==> src/rtl/ext_irq_pkg.sv <==
package ext_irq_pkg;
   localparam int unsigned CTRL_W     = 32;
   localparam int unsigned MAX_LINES  = 4;
   localparam int unsigned MASTER_BIT = 12;
   localparam int unsigned ROUTE_BIT  = 0;
   localparam int unsigned SENSE_TOP  = 22;  // line n sense lsb = SENSE_TOP - 2n
   localparam int unsigned EN_TOP     = 11;  // line n enable   = EN_TOP - n
   localparam int unsigned CLR_TOP    = 27;  // line n clear    = CLR_TOP - n

   typedef enum logic [1:0] {
      SENSE_LVL_HI = 2'd0,
      SENSE_RISE   = 2'd1,
      SENSE_FALL   = 2'd2,
      SENSE_LVL_LO = 2'd3
   } sense_e;
endpackage

==> src/rtl/ext_irq_sync.sv <==
module ext_irq_sync #(
   parameter int unsigned WIDTH  = 4,
   parameter int unsigned STAGES = 2
) (
   input  logic             clk,
   input  logic             rst_n,
   input  logic [WIDTH-1:0] async_i,
   output logic [WIDTH-1:0] sync_o
);
   generate
      if (STAGES < 2) begin : g_bad_stages
         $error("ext_irq_sync: STAGES must be at least 2");
      end
   endgenerate

   logic [WIDTH-1:0] stage_q [STAGES];

   always_ff @(posedge clk or negedge rst_n) begin
      if (!rst_n) begin
         for (int s = 0; s < int'(STAGES); s++) stage_q[s] <= '0;
      end else begin
         stage_q[0] <= async_i;
         for (int s = 1; s < int'(STAGES); s++) stage_q[s] <= stage_q[s-1];
      end
   end

   assign sync_o = stage_q[STAGES-1];
endmodule

==> src/rtl/ext_irq_line.sv <==
module ext_irq_line
   import ext_irq_pkg::*;
(
   input  logic       clk,
   input  logic       rst_n,
   input  logic       lvl_i,
   input  logic [1:0] sense_i,
   input  logic       clr_i,
   output logic       req_o
);
   logic prev_q;
   logic flag_q;
   logic rise;
   logic fall;
   logic hit;

   assign rise = lvl_i & ~prev_q;
   assign fall = ~lvl_i & prev_q;
   assign hit  = ((sense_i == SENSE_RISE) & rise) | ((sense_i == SENSE_FALL) & fall);

   always_ff @(posedge clk or negedge rst_n) begin
      if (!rst_n) begin
         prev_q <= 1'b0;
         flag_q <= 1'b0;
      end else begin
         prev_q <= lvl_i;
         if (hit)        flag_q <= 1'b1;
         else if (clr_i) flag_q <= 1'b0;
      end
   end

   always_comb begin
      unique case (sense_i)
         SENSE_LVL_HI: req_o = lvl_i;
         SENSE_LVL_LO: req_o = ~lvl_i;
         default:      req_o = flag_q;
      endcase
   end
endmodule

==> src/rtl/ext_irq_ctrl_reg.sv <==
module ext_irq_ctrl_reg
   import ext_irq_pkg::*;
#(
   parameter int unsigned N_LINES = 4
) (
   input  logic                    clk,
   input  logic                    rst_n,
   input  logic                    wr_i,
   input  logic [CTRL_W-1:0]       wdata_i,
   output logic [CTRL_W-1:0]       rdata_o,
   output logic [N_LINES-1:0][1:0] sense_o,
   output logic [N_LINES-1:0]      en_o,
   output logic                    master_o,
   output logic [N_LINES-1:0]      clr_o
);
   logic [N_LINES-1:0][1:0] sense_q;
   logic [N_LINES-1:0]      en_q;
   logic                    master_q;
   logic                    route_q;

   always_ff @(posedge clk or negedge rst_n) begin
      if (!rst_n) begin
         master_q <= 1'b0;
         route_q  <= 1'b0;
      end else if (wr_i) begin
         master_q <= wdata_i[MASTER_BIT];
         route_q  <= wdata_i[ROUTE_BIT];
      end
   end

   generate
      for (genvar g = 0; g < int'(N_LINES); g++) begin : g_line
         localparam int unsigned SLSB = SENSE_TOP - 2 * g;
         localparam int unsigned EBIT = EN_TOP - g;
         localparam int unsigned CBIT = CLR_TOP - g;

         always_ff @(posedge clk or negedge rst_n) begin
            if (!rst_n) begin
               sense_q[g] <= 2'd0;
               en_q[g]    <= 1'b0;
            end else if (wr_i) begin
               sense_q[g] <= wdata_i[SLSB +: 2];
               en_q[g]    <= wdata_i[EBIT];
            end
         end

         assign clr_o[g] = wr_i & wdata_i[CBIT];
      end
   endgenerate

   always_comb begin
      rdata_o             = '0;
      rdata_o[MASTER_BIT] = master_q;
      rdata_o[ROUTE_BIT]  = route_q;
      for (int n = 0; n < int'(N_LINES); n++) begin
         rdata_o[SENSE_TOP - 2*n +: 2] = sense_q[n];
         rdata_o[EN_TOP - n]           = en_q[n];
      end
   end

   assign sense_o  = sense_q;
   assign en_o     = en_q;
   assign master_o = master_q;
endmodule

==> src/rtl/ext_irq_cond.sv <==
module ext_irq_cond
   import ext_irq_pkg::*;
#(
   parameter int unsigned N_LINES     = 4,
   parameter int unsigned SYNC_STAGES = 2
) (
   input  logic                clk,
   input  logic                rst_n,
   input  logic                reg_wr,
   input  logic [31:0]         reg_wdata,
   output logic [31:0]         reg_rdata,
   input  logic [N_LINES-1:0]  pin_i,
   output logic [N_LINES-1:0]  irq_req_o
);
   generate
      if (N_LINES < 1 || N_LINES > MAX_LINES) begin : g_bad_lines
         $error("ext_irq_cond: N_LINES must be 1..4");
      end
   endgenerate

   logic [N_LINES-1:0]      pin_sync;
   logic [N_LINES-1:0][1:0] sense;
   logic [N_LINES-1:0]      line_en;
   logic [N_LINES-1:0]      line_clr;
   logic [N_LINES-1:0]      line_req;
   logic                    master;

   ext_irq_sync #(.WIDTH(N_LINES), .STAGES(SYNC_STAGES)) u_sync (
      .clk     (clk),
      .rst_n   (rst_n),
      .async_i (pin_i),
      .sync_o  (pin_sync)
   );

   ext_irq_ctrl_reg #(.N_LINES(N_LINES)) u_ctrl (
      .clk      (clk),
      .rst_n    (rst_n),
      .wr_i     (reg_wr),
      .wdata_i  (reg_wdata),
      .rdata_o  (reg_rdata),
      .sense_o  (sense),
      .en_o     (line_en),
      .master_o (master),
      .clr_o    (line_clr)
   );

   generate
      for (genvar g = 0; g < int'(N_LINES); g++) begin : g_det
         ext_irq_line u_line (
            .clk     (clk),
            .rst_n   (rst_n),
            .lvl_i   (pin_sync[g]),
            .sense_i (sense[g]),
            .clr_i   (line_clr[g]),
            .req_o   (line_req[g])
         );
      end
   endgenerate

   assign irq_req_o = line_req & line_en & {N_LINES{master}};
endmodule

==> config.mk <==
export PLATFORM = sky130hd
export DESIGN_NAME = ext_irq_cond
export DESIGN_NICKNAME = d
export VERILOG_FILES = /design/src/rtl/ext_irq_pkg.sv /design/src/rtl/ext_irq_sync.sv /design/src/rtl/ext_irq_line.sv /design/src/rtl/ext_irq_ctrl_reg.sv /design/src/rtl/ext_irq_cond.sv
export SDC_FILE = /design/constraint.sdc
export NUM_CORES = 1
export LEC_CHECK = 0
export BUFFER_PORTS_ARGS = -buffer_cell sky130_fd_sc_hd__buf_2
export CAP_MARGIN = 20
export CORE_AREA = 2 2 65 67
export CTS_CLUSTER_DIAMETER = 150
export DETAILED_ROUTE_END_ITERATION = 12
export DIE_AREA = 0 0 67 69
export PLACE_DENSITY_LB_ADDON = 0.12
export SLEW_MARGIN = 20
export SYNTH_ARGS = -nofsm -noshare
export SYNTH_HDL_FRONTEND = slang
export SYNTH_SLANG_ARGS = --single-unit
export TNS_END_PERCENT = 5
==> constraint.sdc <==
create_clock -name clk -period 1.3 [get_ports clk]
set_input_delay 0.26 -clock clk [delete_from_list [all_inputs] [get_ports clk]]
set_output_delay 0.26 -clock clk [all_outputs]
set_load 0.05 [all_outputs]
Word-level counts from Yosys, hierarchy flattened
Index checks and enable logic that the tools add are counted.

cells by class
  bitwise gates (word level) = 34
  muxes and demuxes = 12
  $lt $le $gt $ge = 0
  shifts and indexed selects = 0
  multiply operators = 0
  add/subtract/negate cells = 0
  eq/ne operators = 12
  divide/modulo/power cells = 0
  reductions and logical operators = 8

operators by type and width
  cell                  count
  $and A1 B1 Y1         20
  $eq A2 B2 Y1 const B  8
  $and A4 B4 Y4         2
  $eq A2 B1 Y1 const B  4
  $logic_not A2 Y1      4
  $mux W1               8
  $not A1 Y1            8
  $pmux W1 S2           4
  $reduce_bool A2 Y1    4
  $or A1 B1 Y1          4

word-level totals
  output and inout bits = 36
  word-level logic and storage cells = 86
  memories = 0
  ROM bits = 0
  bits in writable memories = 0
  latch bits = 0
  input port bits = 39
  flip-flop bits (word level) = 30

Longest topological paths before layout
  depth in word-level cells = 5
  mapped depth = 4

Modules after synthesis
A second synthesis with hierarchy kept.

second synthesis, totals
  cells, all modules = 143
  area, all modules = 1,691.6 µm²

modules (own cells, without submodules)
  module            cells each  times used  seq. area each (µm²)  area each (µm²)
  ext_irq_ctrl_reg  67          1           350.3                 835.8
  ext_irq_line      15          4           50.0                  150.1
  ext_irq_sync      12          1           200.2                 230.2
  ext_irq_cond      4           1           0.0                   25.0

Least setup slack after synthesis
No wires, ideal clock.

  path kind = reg2out
  start = reg u_ctrl.sense_q (netlist bit u_ctrl.rdata_o[20])
  end = out irq_req_o[1]
  arrival time = 1.687 ns
  cell stages (with the launch flop) = 5
  setup slack = -0.647 ns
  buffers on the path = 0
  cells stage by stage = dfrtp_1 > inv_1 > ha_1 > mux2_1 > o2111a_1

between the ends
  word-level cells in the longest chain between the ends = 4
  elaborated cells on any way between the ends = 5
  classes of those cells = eq/ne (1); mux (1); bitwise (2); reduce/logical (1)

RTL lines
  element                                           line                    text
  start: declaration                                ext_irq_ctrl_reg.sv:16  logic [N_LINES-1:0][1:0] sense_q;
  start signal: indexed assignment                  ext_irq_ctrl_reg.sv:42  sense_q[g] <= wdata_i[SLSB +: 2];
  $eq A2 B2 Y1 or $logic_not A2 Y1 (tied branches)  ext_irq_line.sv:33      unique case (sense_i)
  $pmux W1 S2 (*)                                   ext_irq_line.sv:33
  $and A4 B4 Y4 (*) (2 in series)                   ext_irq_cond.sv:60      assign irq_req_o = line_req & line_en & {N_LINES{master}};
  end: declaration                                  ext_irq_cond.sv:13      output logic [N_LINES-1:0] irq_req_o

Mark *: on every way between the ends. The rest lies on a longest branch, timed or not.

Final worst setup path
  start = reg u_ctrl.sense_q (netlist bit u_ctrl.rdata_o[22])
  end = out irq_req_o[0]

Same word-level chain as after synthesis.

==> results.md <==
Status:
- The run finished, with violations left.
- The checks that failed: setup timing.

Synthesis:
- The number of flops mapped to enable cells by yosys is 0.
- The adder-cell share of the synthesized area is 0.1308.
- Of the total synthesized cell area, the portion taken by XOR and XNOR cells is 0.
- The most used flip-flop cell after synthesis is sky130_fd_sc_hd__dfrtp_1.
- sky130_fd_sc_hd__dfrtp_1 takes more of the synthesized area than any other cell.
- The async set-reset flop share out of synthesis is 1.000.
- The share of synthesized area in the top cell type comes to 0.4906.
- The distinct cell type count of the synthesized netlist is 16.
- After technology mapping, the gate count stands at 128.
- The mapped netlist covers 1530 um^2.
- By area the synthesized netlist is led by sky130_fd_sc_hd__dfrtp_1 49%, sky130_fd_sc_hd__ha_1 13%, sky130_fd_sc_hd__buf_4 9.8%, sky130_fd_sc_hd__mux2_2 4.4%, sky130_fd_sc_hd__mux2_1 2.9%.
- The number of synthesized register bits is 30.
- For this run, the number of Yosys warnings is 0.
- The portion of synthesized area spent on multiplexers is 0.07359.
- The area share of and/or/nand/nor cells after synthesis is 0.06541.
- After synthesis, the largest family of logic cells by area is buffers and inverters.
- Of the synthesized area, sequential elements account for 0.4906.
- A synthesized cell averages 11.95 um^2.
- The fraction of the mapped netlist area in compound gates is 0.1014.

Floorplan:
- Measured along the y axis, the die boundary spans 69 um.
- The count of standard-cell rows is 23.
- The width of the chip is 67 um.
- The region available for standard cell placement spans 3914 um^2.
- The die area is 4623 um^2.
- The effective utilization at floorplan is 0.3910.
- The boundary pin count is 75.

Detailed routing:
- The average via count per standard cell is 4.373.
- For this run, the detailed router's first-pass iteration total came to 4.
- The antenna violation net count after detailed routing is 0.
- The detailed-route via count is 1,054.
- The residual DRC count is 0.
- The per-cell routed wire length is 11.95 um.
- The final layout contains routed wiring with a total length of 2881 um.
- The number of design-rule violations left by the first detailed-router iteration is 22.

Critical path:
- The number of buffers and inverters on the critical path is 1.
- In this run the worst path has a maximum fanout of 4.
- In this design, the stage delay of the slowest critical-path cell is 440 ps.
- The required time of the critical path is 1040 ps.
- The slowest cell on the critical path is sky130_fd_sc_hd__dfrtp_2.
- In this run the number of cells on the critical path is 4.
- The data arrival at the endpoint of the critical path is 1570 ps.
- The number of cells traversed by the worst register-to-register path is 5.
- The type of element launching the critical path is a register.
- Walking the worst path, the cells encountered are ha_2, mux2_4, o2111a_2, buf_8.
- Among cell families on the critical path, the largest total delay comes from flip-flops.
- The category of the worst setup path capture point is a primary output.
- The start-to-end type of the worst setup path is register to primary output.

Final layout:
- Compared with the post-synthesis result, the final layout area differs by 34.34%.
- Summing all multi-input logic gate instances after layout gives 670.6 um^2.
- The number of nets in the layout is 245.
- Fill cells in the final layout number 365.
- Leaving out fill and tap cells, the most frequent cells in the layout are 36 x sky130_fd_sc_hd__buf_2, 21 x sky130_fd_sc_hd__dfrtp_1, 18 x sky130_fd_sc_hd__conb_1, 16 x sky130_fd_sc_hd__buf_4, 12 x sky130_fd_sc_hd__nand2_1.
- The number of antenna diodes in the final layout is 0.
- The sequential standard cell area is 762.0 um^2.
- Of the cells placed in the final design, the portion with a size suffix greater than 1 is 0.5707.
- The commonest non-fill, non-tap cell in the layout is sky130_fd_sc_hd__buf_2.

Timing:
- Subtracting the final worst setup slack from the clock period gives 1833 ps.
- Setup repair after global routing could not meet its margin everywhere.
- The final count of pins violating max slew is 0.
- After layout, the worst setup slack is -532.7 ps.
- The total count of hold-check failures in the final report is 0.
- The final setup violation count is 4.
- On the final layout, the worst hold slack is 83.78 ps.
- In the finished design, the share of the clock period the worst path needs comes to 1.410.
- The clock skew is 5.953 ps.
- The maximum clock frequency is 545.6 MHz.

CTS:
- The TritonCTS clock tree is done.
- CTS saw 30 sinks.
- Counting the buffers created by CTS gives 5.
- The clock latency reported for the late side of the worst-skew pair is 280 ps.
- The number of H-tree levels is 2.
- The clock tree buffer depth is 2.
- The buffer type at the clock tree root is sky130_fd_sc_hd__clkbuf_8.
- The clock-pin slew on the worst setup and hold paths is 60 ps.

Pwr:
- The relative contribution of sequential cells to total power is 0.401.
- The internal power contribution is 0.001841 W.
- The net switching fraction of the power is 0.3215.
- The worst-case IR drop observed on VDD is 0.0005626 V.
- The analysis attributes to net switching a power of 0.0008722 W.
- The part of the power in the clock network is 0.318.
- For this design the static power due to leakage is 1.026 nW.
- Of the total power, combinational logic draws 0.281.
- For this design the ratio of total power to cell area is 1320 nW/um^2.

Placement:
- The post-place setup slack is -278.9 ps.
- Routability-driven placement finished with a final weighted congestion of 0.8204.
- The total half-perimeter wirelength after legalization and detailed placement is 2256 um.
- Buffers placed on the I/O ports in this run total 42.

Global route:
- The number of antenna violations at the first check in global routing is 0.
- The global-route congestion overflow total is 0.
- The first global-routing pass estimated 5030 um of wire.
- The via count of the first global-routing pass is 1,129.
- Entering global routing, the biggest net connects 20 pins.
- Across every metal layer, demand over resource in global routing totals 0.1451.

Job:
- The number of maximum-capacitance constraint violations is 0.

Worst hold path:
- The type of the most critical hold path is input pin to register.
- The instance count along the most critical hold path is 1.
-- cells by family after synthesis --
group                      Yosys count
AOI/OAI and AO/OA                   20
adders and majority gates           16
buffers and inverters               31
DFF                                 30
muxes                               10
other                                1
and+or+nand+nor                     20
-- worst paths after layout --
kind / start / endpoint / slack [ps]
min: pin_i[0] / u_sync.stage_q[4]$_DFF_PN0_ / 80
min in group asynchronous: rst_n / u_sync.stage_q[6]$_DFF_PN0_ / 400
min reg2reg: u_sync.stage_q[6]$_DFF_PN0_ / u_sync.sync_o[2]$_DFF_PN0_ / 350
max reg2reg: u_ctrl.rdata_o[18]$_DFFE_PN0P_ / g_det[2].u_line.flag_q$_DFFE_PN0P_ / 190
max: u_ctrl.rdata_o[22]$_DFFE_PN0P_ / irq_req_o[0] / -530
max in group asynchronous: rst_n / u_ctrl.rdata_o[16]$_DFFE_PN0P_ / 490
-- synth_stat cells (2+ instances only) --
| library cell | number |
|---|---|
| sky130_fd_sc_hd__dfrtp_1 | 30 |
| sky130_fd_sc_hd__mux2_2 | 6 |
| sky130_fd_sc_hd__nand3b_1 | 4 |
| sky130_fd_sc_hd__o21ai_0 | 8 |
| sky130_fd_sc_hd__nand2b_1 | 4 |
| sky130_fd_sc_hd__nand2_1 | 12 |
| sky130_fd_sc_hd__o211ai_1 | 4 |
| sky130_fd_sc_hd__buf_6 | 2 |
| sky130_fd_sc_hd__inv_1 | 8 |
| sky130_fd_sc_hd__a21bo_2 | 4 |
| sky130_fd_sc_hd__ha_1 | 16 |
| sky130_fd_sc_hd__mux2_1 | 4 |
| sky130_fd_sc_hd__o2111a_1 | 4 |
| sky130_fd_sc_hd__buf_4 | 20 |
-- state kept, by name (all words and copies together) (netlist names) --
| name | flops |
|---|---|
| u_sync.stage_q | 4 |
| u_ctrl.en_o | 4 |
| u_ctrl.route_q | 1 |
| g_det.u_line.prev_q | 4 |
| u_ctrl.rdata_o | 8 |
| u_ctrl.master_o | 1 |
| u_sync.sync_o | 4 |
| g_det.u_line.flag_q | 4 |
-- metal layers --
| metal | routed length [um] | GRT usage | up-vias |
|---|---|---|---|
| met2 | 1436 | 0.2343 | 46 |
| met3 | 231 | 0.05873 | 5 |
| li1 | - | - | 514 |
| met5 | 0 | 0 | - |
| met1 | 1179 | 0.1728 | 489 |
| met4 | 34 | 0.04762 | 0 |
-- worst reg2reg max path, cell delays in order (launching register included) --
cell and delay, ps:
sky130_fd_sc_hd__dfrtp_2 420, sky130_fd_sc_hd__buf_4 150, sky130_fd_sc_hd__buf_4 120, sky130_fd_sc_hd__ha_1 180, sky130_fd_sc_hd__nand2_1 60, sky130_fd_sc_hd__o211ai_1 70
-- cell type report --
cell class                      instances  share of cell area
Clock buffer                            8             0.05356
Multi-Input combinational cell         84              0.3262
Sequential cell                        30              0.3707
Inverter                                8             0.01461
Timing Repair Buffer                   61              0.2045
Tap cell                               50             0.03043
-- metrics by stage --
stage	cells	utilization	cell area (um^2)	total power, W	setup TNS (ps)
after floorplan	145	-	1634	0.001655	-1315
after global placement	231	0.4776	1869	0.001811	-1041
after detailed placement	231	0.4776	1869	0.001825	-1106
after CTS	241	0.5224	2044	0.002748	-2161
after global routing	241	0.5253	2056	0.002876	-2323
final	241	0.5253	2056	0.002713	-2072
-- power groups by stage --
stage	combinational, W	clock [W]	sequential [W]
2_1_floorplan	0.000439	0	0.00122
3_3_place_gp	0.000709	0	0.00110
3_5_place_dp	0.000719	0	0.00111
4_1_cts	0.000762	0.000897	0.00109
5_1_grt	0.000820	0.000955	0.00110
6_report	0.000762	0.000864	0.00109
-- what timing repair did --
item / in CTS / in global routing
hold buffers: 1 / 0
endpoints found under the setup margin: 5 / 6
buffers inserted: 1 / 0
resized for setup: 16 / 3
hold endpoints to repair: 11 / 0
No activity file was read; power rests on OpenSTA's default activity.
